--- config.mk ---
export PLATFORM = sky130hd
export DESIGN_NAME = march_bist
export DESIGN_NICKNAME = d
export VERILOG_FILES = /design/src/rtl/march_pkg.sv /design/src/rtl/march_prog.sv /design/src/rtl/march_cmp.sv /design/src/rtl/march_bist.sv
export SDC_FILE = /design/constraint.sdc
export NUM_CORES = 1
export LEC_CHECK = 0
export ABC_AREA = 1
export CAP_MARGIN = 25
export CORE_MARGIN = 3
export CORE_UTILIZATION = 25
export DETAILED_ROUTE_END_ITERATION = 8
export DONT_BUFFER_PORTS = 1
export SYNTH_ARGS = -nofsm -noshare
export SYNTH_HDL_FRONTEND = slang
export SYNTH_SLANG_ARGS = --single-unit
--- constraint.sdc ---
create_clock -name clk -period 1.7 [get_ports clk]
set_input_delay 0.51 -clock clk [delete_from_list [all_inputs] [get_ports clk]]
set_output_delay 0.51 -clock clk [all_outputs]
set_load 0.01 [all_outputs]
--- src/rtl/march_pkg.sv ---
// Package: operation codes and the element table shared by the march engine.
// Assumes exactly three elements in both programs; element 2 is the only descending one.
package march_pkg;

    localparam int NUM_ELEMS = 3;
    localparam int ELEM_W    = 2;

    // bit1 = read, bit0 = use complement of the background
    typedef enum logic [1:0] {
        OP_WR_BG = 2'b00,
        OP_WR_CP = 2'b01,
        OP_RD_BG = 2'b10,
        OP_RD_CP = 2'b11
    } march_op_t;

    typedef struct packed {
        logic      down;
        logic [1:0] nops;
        march_op_t op0;
        march_op_t op1;
        march_op_t op2;
    } march_elem_t;

    // Direction of an element (only the last one descends)
    function automatic logic elem_down(input logic [ELEM_W-1:0] idx);
        return idx == ELEM_W'(NUM_ELEMS - 1);
    endfunction

    // Element description for the selected program
    function automatic march_elem_t elem_table(input logic alg_short,
                                               input logic [ELEM_W-1:0] idx);
        march_elem_t e;
        e.down = elem_down(idx);
        case (idx)
            2'd1: begin
                e.nops = 2'd2;
                e.op0 = OP_RD_BG; e.op1 = OP_WR_CP; e.op2 = OP_WR_CP;
            end
            2'd2: begin
                e.nops = alg_short ? 2'd2 : 2'd3;
                e.op0 = OP_RD_CP; e.op1 = OP_WR_BG; e.op2 = OP_RD_BG;
            end
            default: begin
                e.nops = 2'd1;
                e.op0 = OP_WR_BG; e.op1 = OP_WR_BG; e.op2 = OP_WR_BG;
            end
        endcase
        return e;
    endfunction

endpackage

--- src/rtl/march_prog.sv ---
// Program decoder: turns (program, element, operation slot) into the operation to
// issue, the element direction and a flag for the element's last operation.
// Assumes op_idx never exceeds the element's operation count minus one.
module march_prog
    import march_pkg::*;
(
    input  logic              alg_short,
    input  logic [ELEM_W-1:0] elem_idx,
    input  logic [1:0]        op_idx,
    output march_op_t         op,
    output logic              op_last,
    output logic              dir_down
);

    march_elem_t cfg;

    // Look up the element and pick the operation slot
    always_comb begin
        cfg      = elem_table(alg_short, elem_idx);
        dir_down = cfg.down;
        op_last  = (op_idx == cfg.nops - 2'd1);
        case (op_idx)
            2'd0:    op = cfg.op0;
            2'd1:    op = cfg.op1;
            default: op = cfg.op2;
        endcase
    end

endmodule

--- src/rtl/march_cmp.sv ---
// Read checker: registers each issued read's expectation, compares it with the
// memory word one cycle later and keeps the first mismatch.
// Assumes the memory returns read data exactly one cycle after the read.
module march_cmp
    import march_pkg::*;
#(
    parameter int ADDR_W = 4,
    parameter int DATA_W = 8
) (
    input  logic              clk,
    input  logic              rst_n,
    input  logic              clr,
    input  logic              issue_rd,
    input  logic [DATA_W-1:0] issue_exp,
    input  logic [ADDR_W-1:0] issue_addr,
    input  logic [ELEM_W-1:0] issue_elem,
    input  logic [DATA_W-1:0] rdata,
    output logic              fail,
    output logic [ADDR_W-1:0] fail_addr,
    output logic [ELEM_W-1:0] fail_elem
);

    logic              pend_v;
    logic [DATA_W-1:0] pend_exp;
    logic [ADDR_W-1:0] pend_addr;
    logic [ELEM_W-1:0] pend_elem;
    logic              mismatch;

    // Pipeline the expectation to line up with the returned word
    always_ff @(posedge clk) begin
        if (!rst_n || clr) begin
            pend_v    <= 1'b0;
            pend_exp  <= '0;
            pend_addr <= '0;
            pend_elem <= '0;
        end else begin
            pend_v    <= issue_rd;
            pend_exp  <= issue_exp;
            pend_addr <= issue_addr;
            pend_elem <= issue_elem;
        end
    end

    // Full-word comparison of the returned data
    assign mismatch = pend_v && (rdata != pend_exp);

    // Sticky record of the first failing read
    always_ff @(posedge clk) begin
        if (!rst_n || clr) begin
            fail      <= 1'b0;
            fail_addr <= '0;
            fail_elem <= '0;
        end else if (mismatch && !fail) begin
            fail      <= 1'b1;
            fail_addr <= pend_addr;
            fail_elem <= pend_elem;
        end
    end

endmodule

--- src/rtl/march_bist.sv ---
// March test engine top: walks elements, addresses and operations, one memory
// operation per cycle, then waits for the final read to be checked.
// Assumes a single-port synchronous RAM with one-cycle read latency and no stalls.
module march_bist
    import march_pkg::*;
#(
    parameter int ADDR_W = 4,
    parameter int DATA_W = 8
) (
    input  logic              clk,
    input  logic              rst_n,
    input  logic              start,
    input  logic              alg_sel,
    input  logic [DATA_W-1:0] bg_word,
    output logic              mem_en,
    output logic              mem_we,
    output logic [ADDR_W-1:0] mem_addr,
    output logic [DATA_W-1:0] mem_wdata,
    input  logic [DATA_W-1:0] mem_rdata,
    output logic              busy,
    output logic              done,
    output logic              fail,
    output logic [ADDR_W-1:0] fail_addr,
    output logic [1:0]        fail_elem
);

    localparam logic [ADDR_W-1:0] ADDR_LAST = '1;
    localparam logic [ELEM_W-1:0] ELEM_LAST = ELEM_W'(NUM_ELEMS - 1);

    typedef enum logic [1:0] {S_IDLE, S_RUN, S_FIN} state_t;

    state_t            state;
    logic              alg_q;
    logic [DATA_W-1:0] bg_q;
    logic [ELEM_W-1:0] elem_q;
    logic [1:0]        opi_q;
    logic [ADDR_W-1:0] addr_q;
    logic              done_q;

    march_op_t         cur_op;
    logic              op_last;
    logic              cur_down;
    logic              addr_end;
    logic              start_ok;
    logic [ELEM_W-1:0] elem_nxt;
    logic [DATA_W-1:0] op_data;

    march_prog u_prog (
        .alg_short (alg_q),
        .elem_idx  (elem_q),
        .op_idx    (opi_q),
        .op        (cur_op),
        .op_last   (op_last),
        .dir_down  (cur_down)
    );

    // Address and element boundary decode
    always_comb begin
        start_ok = start && (state == S_IDLE);
        addr_end = cur_down ? (addr_q == '0) : (addr_q == ADDR_LAST);
        elem_nxt = elem_q + 1'b1;
        op_data  = cur_op[0] ? ~bg_q : bg_q;
    end

    // Sequencer: element, address and operation counters
    always_ff @(posedge clk) begin
        if (!rst_n) begin
            state  <= S_IDLE;
            alg_q  <= 1'b0;
            bg_q   <= '0;
            elem_q <= '0;
            opi_q  <= '0;
            addr_q <= '0;
            done_q <= 1'b0;
        end else begin
            done_q <= 1'b0;
            case (state)
                S_IDLE: begin
                    if (start) begin
                        state  <= S_RUN;
                        alg_q  <= alg_sel;
                        bg_q   <= bg_word;
                        elem_q <= '0;
                        opi_q  <= '0;
                        addr_q <= elem_down('0) ? ADDR_LAST : '0;
                    end
                end
                S_RUN: begin
                    if (!op_last) begin
                        opi_q <= opi_q + 2'd1;
                    end else begin
                        opi_q <= '0;
                        if (!addr_end) begin
                            addr_q <= cur_down ? addr_q - 1'b1 : addr_q + 1'b1;
                        end else if (elem_q == ELEM_LAST) begin
                            state <= S_FIN;
                        end else begin
                            elem_q <= elem_nxt;
                            addr_q <= elem_down(elem_nxt) ? ADDR_LAST : '0;
                        end
                    end
                end
                default: begin
                    state  <= S_IDLE;
                    done_q <= 1'b1;
                end
            endcase
        end
    end

    march_cmp #(.ADDR_W(ADDR_W), .DATA_W(DATA_W)) u_cmp (
        .clk        (clk),
        .rst_n      (rst_n),
        .clr        (start_ok),
        .issue_rd   (mem_en && cur_op[1]),
        .issue_exp  (op_data),
        .issue_addr (addr_q),
        .issue_elem (elem_q),
        .rdata      (mem_rdata),
        .fail       (fail),
        .fail_addr  (fail_addr),
        .fail_elem  (fail_elem)
    );

    // Memory port and status outputs
    always_comb begin
        mem_en    = (state == S_RUN);
        mem_we    = mem_en && !cur_op[1];
        mem_addr  = addr_q;
        mem_wdata = op_data;
        busy      = (state != S_IDLE);
        done      = done_q;
    end

endmodule

==> After elaboration in Yosys (flattened, before gate mapping) <==
Cells that the tools add are included.
{ "totals": {"reg_bits": 42, "out_inout_bits": 23, "word_cells": 79, "in_bits": 20} }
{ "op_classes": {"muxes": 25, "addsub": 5, "reduce_logical": 20, "eq_ne": 14, "bitwise_logic": 1} }
{ "ops": {"columns": ["op", "n"], "rows": [
  ["$mux W4", 6],
  ["$mux W2", 9],
  ["$pmux W2 S2", 4],
  ["$pmux W8 S2", 1],
  ["$mux W8", 1],
  ["$ne A8 B8 Y1", 1],
  ["$not A8 Y8", 1],
  ["$pmux W4 S2", 1],
  ["$reduce_and A4 Y1", 2],
  ["$eq A2 B1 Y1 const B", 3],
  ["$ne A2 B1 Y1 const B", 3],
  ["$logic_and A1 B1 Y1", 5],
  ["$reduce_and A5 Y1", 1],
  ["$add A2 B1 Y2 const B", 2],
  ["$add A4 B1 Y4 const B", 1],
  ["$eq A2 B2 Y1 const B", 2],
  ["$eq A4 B4 Y1 const B", 1],
  ["$logic_not A2 Y1", 2],
  ["$logic_not A4 Y1", 1],
  ["$ne A2 B2 Y1 const B", 2],
  ["$reduce_and A2 Y1", 2],
  ["$reduce_bool A2 Y1", 2],
  ["$sub A4 B1 Y4 const B", 1],
  ["$logic_not A1 Y1", 3],
  ["other kinds (6)", 8]
]} }

==> Longest topological paths before layout <==
{ "depth": {"depth_word": 7, "mapped_depth": 14, "ltp_nobuf": 13} }

==> Modules after synthesis <==
A second synthesis with hierarchy kept.
{ "hier_totals": {"cells_unflattened": 297, "area_unflattened_um2": 2099.5} }
{ "modules_own_cells": {"columns": ["mod", "seq_area_each_um2", "cells_per_inst", "instances", "area_each_um2"], "rows": [
  ["march_bist", 400.4, 154, 1, 1104.8],
  ["march_cmp", 440.4, 119, 1, 877.1],
  ["march_prog", 0.0, 24, 1, 117.6]
]} }

==> Worst setup path after synthesis <==
OpenSTA, ideal clock, no wires.
{ "synth_path": {"kind": "register to output", "startpoint": "register opi_q[0]", "endpoint": "output port mem_wdata[0]", "slack_ns": -0.147, "required_ns": 1.190, "path_buffers": 0, "arrival_time_ns": 1.337, "stages_incl_launch_ff": 8, "path_cell_list": "dfxtp_1 inv_1 ha_1 inv_1 o21ai_1 nand2_1 xnor2_1 inv_1"} }
{ "synth_via": {"elab_chain_cells": 3, "elab_cells_between_ends": 4, "cone_classes": "eq/ne: 1; mux: 2; reduce/logical: 1"} }
{ "synth_rtl": {"columns": ["item", "line", "rtl"], "rows": [
  ["start, declared", "march_bist.sv:36", "logic [1:0] opi_q;"],
  ["start signal, assigned", "march_bist.sv:90", "opi_q <= opi_q + 2'd1;"],
  ["$eq A2 B1 Y1 / $logic_not A2 Y1 (equally long branches)", "march_prog.sv:22", "case (op_idx)"],
  ["$pmux W2 S2 *", "march_prog.sv:22", null],
  ["$mux W8 *", "march_bist.sv:62", "op_data = cur_op[0] ? ~bg_q : bg_q;"],
  ["end, declared", "march_bist.sv:18", "output logic [DATA_W-1:0] mem_wdata,"]
]} }
Every way passes the cells marked *; elsewhere a longest branch is shown, timed or not.

==> Final worst setup path <==
{ "layout_path": {"startpoint": "register opi_q[0]", "endpoint": "output port mem_wdata[3]"} }
The elaborated chain is that of the path after synthesis.

==> run metrics <==
hold_sp rst_n; status finished with violations; reg-to-reg startpoint elem_q[1]; internal power 2.180 mW; H-tree lvl count 2; global-route wire length before repair between 7 and 8 mm; clk slew on worst S/H paths 80 ps; worst hold path depth 2; vias per cell 4.005; CTS sink count 42; Worst Hold End mem_addr[2]; Gate power share 0.406; f_max between 400 and 500 MHz; Via Count 1706; Core ar. 7968 um^2; Max Cap Viol 0; final hold viol count 0; port bufs 0; CTS tree yes; GRT overflow 0; Required @ worst endpoint 1190 ps; crit-path max FO 8; clock group share of total power 0.237; Critical Path End Type primary output; normalized max-slew margin 0.7689; final wirelength around 4.6 mm; Synth Instances 289; die area 9619 um^2; Post-synth EDFFs 0; Routed Antenna Nets 0; Storage cell area 850.8 um^2; sequential share of the synthesized area 0.3967; PwrDens 1160 nW/um^2; Die Y-Extent ~100 um; Setup Skew around 5.3 ps; initial antenna violation count 0; multi-input logic area 1320 um^2; TritonRoute pass-1 iters 4; Remaining DRCs 0; Power Total 3.305 mW; filler instances ~810; diodes inserted 0; sw frac 0.3404; violated checks negative setup slack; reg2reg setup slack 80 ps; fin nets 351; Synth Net Count 317; Synth cell types 30; critical path class flip-flop to primary output; Die W 98.08 um; RSZ-0062 raised after global routing true; routed len/inst 10.91 um; flops & latches, synth 42; FF-to-FF End mem_addr[3]; Syn Area/Cell 7.334 um^2; VDD IR max 432.8 uV; Worst Reg2Reg Path Length in Cells 13; Global Route Usage Sum 0.09529; CTS Buffer Depth 2; starting density of the core 0.2660; PnR worst setup slack -363.6 ps; Area Overhead vs Synth 34.42%; DP HPWL 3.476 mm; CTS Buf Count 5; Flop pwr share 0.358; Final setup viols 9; LEAKAGE 1.288 nW; Ys Warns 0; ys async rst share 0; vias in the first global route 1656; row count 32; layout cell share with drive strength beyond 1 0.3488; crit start category flip-flop; largest net degree at the start of global routing 19; Slew @ Worst Pin 346.2 ps; Clock Latency Late Sink 290 ps; Critical Path AT 1550 ps; final hold slack 325.6 ps; sw power 1.125 mW; Final Max Slew Viols 0; Final GP Congestion between 0.7 and 0.8; Hold WC Path Type input pin to flip-flop; DRT iter0 DRCs 57; crit share post-route 1.214; boundary pin count 43; Tmin final 2064 ps; clock root buffer clkbuf_8; Syn Std Cell Area 2120 um^2; Top FF cell, synth dfxtp_1
-- metrics by stage --
stage / instances / setup WS, ps / setup TNS, ps / util / area [um^2]
after floorplan: 289 / 2.601 / 0 / - / 2205
after CTS: 424 / -371.7 / -3152 / 0.3365 / 2681
after global routing: 426 / -447.8 / -3905 / 0.3576 / 2849
after global placement: 413 / -72.08 / -288.1 / 0.3160 / 2517
final: 426 / -363.6 / -3166 / 0.3576 / 2849
after detailed placement: 413 / -70.95 / -685.6 / 0.3160 / 2517
-- cells by family (layout without fill, tap and decap cells) --
family,Yosys count,after routing,synth area share
and+or+nand+nor,149,149,0.3300
buffers and inverters,52,87,0.1004
xor gates and xnor gates,18,18,0.07438
adders and majority gates,8,8,0.04723
DFF,42,42,0.3967
AOI/OAI and AO/OA,20,20,0.05136
-- repair_timing --
action,CTS,global route
gates resized for setup,18,25
endpoints found under the hold margin,0,0
setup buffers,3,2
pin swaps,6,11
endpoints found under the setup margin,15,18
hold buffers,0,0
-- critical path: stages (launching register included) --
cell and delay (ps):
dfxtp_4 370, inv_4 70, ha_4 150, inv_2 40
o21ai_4 180, nand2_8 170, xnor2_4 220, inv_2 70
-- power by group through the flow --
| stage | logic, mW | registers, mW | clock network [mW] |
|---|---|---|---|
| finish | 1.34 | 1.18 | 0.782 |
| global route | 1.48 | 1.20 | 0.848 |
| CTS | 1.18 | 1.17 | 0.803 |
| detailed placement | 1.10 | 1.19 | 0 |
| global placement | 1.09 | 1.19 | 0 |
| floorplan | 0.749 | 1.19 | 0 |
-- layout by cell type (no fill, tap or decap), types with 2 or more instances in the layout --
cell / Yosys / layout
ha_4: 0 / 5
nand2_1: 48 / 44
xor2_1: 2 / 2
nor3_1: 2 / 2
buf_4: 1 / 32
a21oi_1: 6 / 5
nand3_1: 10 / 10
dfxtp_1: 42 / 38
xnor2_1: 16 / 8
nor2_1: 63 / 62
o21ai_0: 9 / 9
nand2_8: 0 / 2
nand2_2: 12 / 14
nand2_4: 3 / 3
nor2_4: 1 / 2
ha_1: 8 / 2
xnor2_2: 0 / 3
inv_1: 38 / 25
inv_2: 7 / 18
nand3_2: 4 / 4
dfxtp_4: 0 / 2
xnor2_4: 0 / 5
nor2_2: 3 / 3
clkbuf_8: 0 / 5
inv_4: 1 / 3
dfxtp_2: 0 / 2
-- how the worst max path moves through the flow --
stage | start | to | slack, ps | cells past startpoint
3_3_place_gp | elem_q[0] | mem_we | -70 | 7
2_1_floorplan | elem_q[0] | mem_addr[2] | 3 | 13
3_5_place_dp | opi_q[1] | mem_wdata[2] | -70 | 7
5_1_grt | opi_q[0] | mem_wdata[3] | -450 | 7
6_report | opi_q[0] | mem_wdata[3] | -360 | 7
4_1_cts | opi_q[1] | mem_wdata[7] | -370 | 6
-- flip-flops by register name, indices dropped and copies added (netlist names) --
name / count
u_cmp.pend_elem: 2
u_cmp.pend_addr: 4
u_cmp.fail_addr: 4
opi_q: 2
mem_addr: 4
u_cmp.pend_v: 1
u_cmp.pend_exp: 8
state: 2
bg_q: 8
elem_q: 2
u_cmp.fail_elem: 2
alg_q: 1
u_cmp.fail: 1
done: 1
-- layer usage --
layer,vias up,wire (um),share of wire,GRT usage
met5,-,0,0,0
met3,2,351,0.076,0.04214
met2,34,2080,0.45,0.1508
li1,940,-,-,-
met4,0,19,0.0041,0.02236
met1,730,2195,0.47,0.1195
-- final cells by class --
type                            count  area share
Timing Repair Buffer               33     0.09135
Tap cell                          102     0.04480
Sequential cell                    42      0.2986
Clock buffer                        6     0.02547
Multi-Input combinational cell    195      0.4633
Inverter                           46     0.06324
Clock inverter                      2     0.01318
-- synthesized netlist by cell type (2+ instances only) --
cell type  count  area [um^2]
o21ai_0        9        45.04
nand2_2       12        75.07
o21ai_1        2        10.01
inv_2          7        26.28
ha_1           8        100.1
nand3_2        4        40.04
nor2_2         3        18.77
dfxtp_1       42        840.8
buf_2          2        10.01
xnor2_1       16        140.1
xor2_1         2        17.52
nor2_1        63        236.5
nor3_1         2        10.01
nand2_4        3        33.78
a21oi_1        6        30.03
nand3_1       10        50.05
nand2_1       48        180.2
inv_1         38        142.6
No activity file was read; power rests on OpenSTA's default activity.
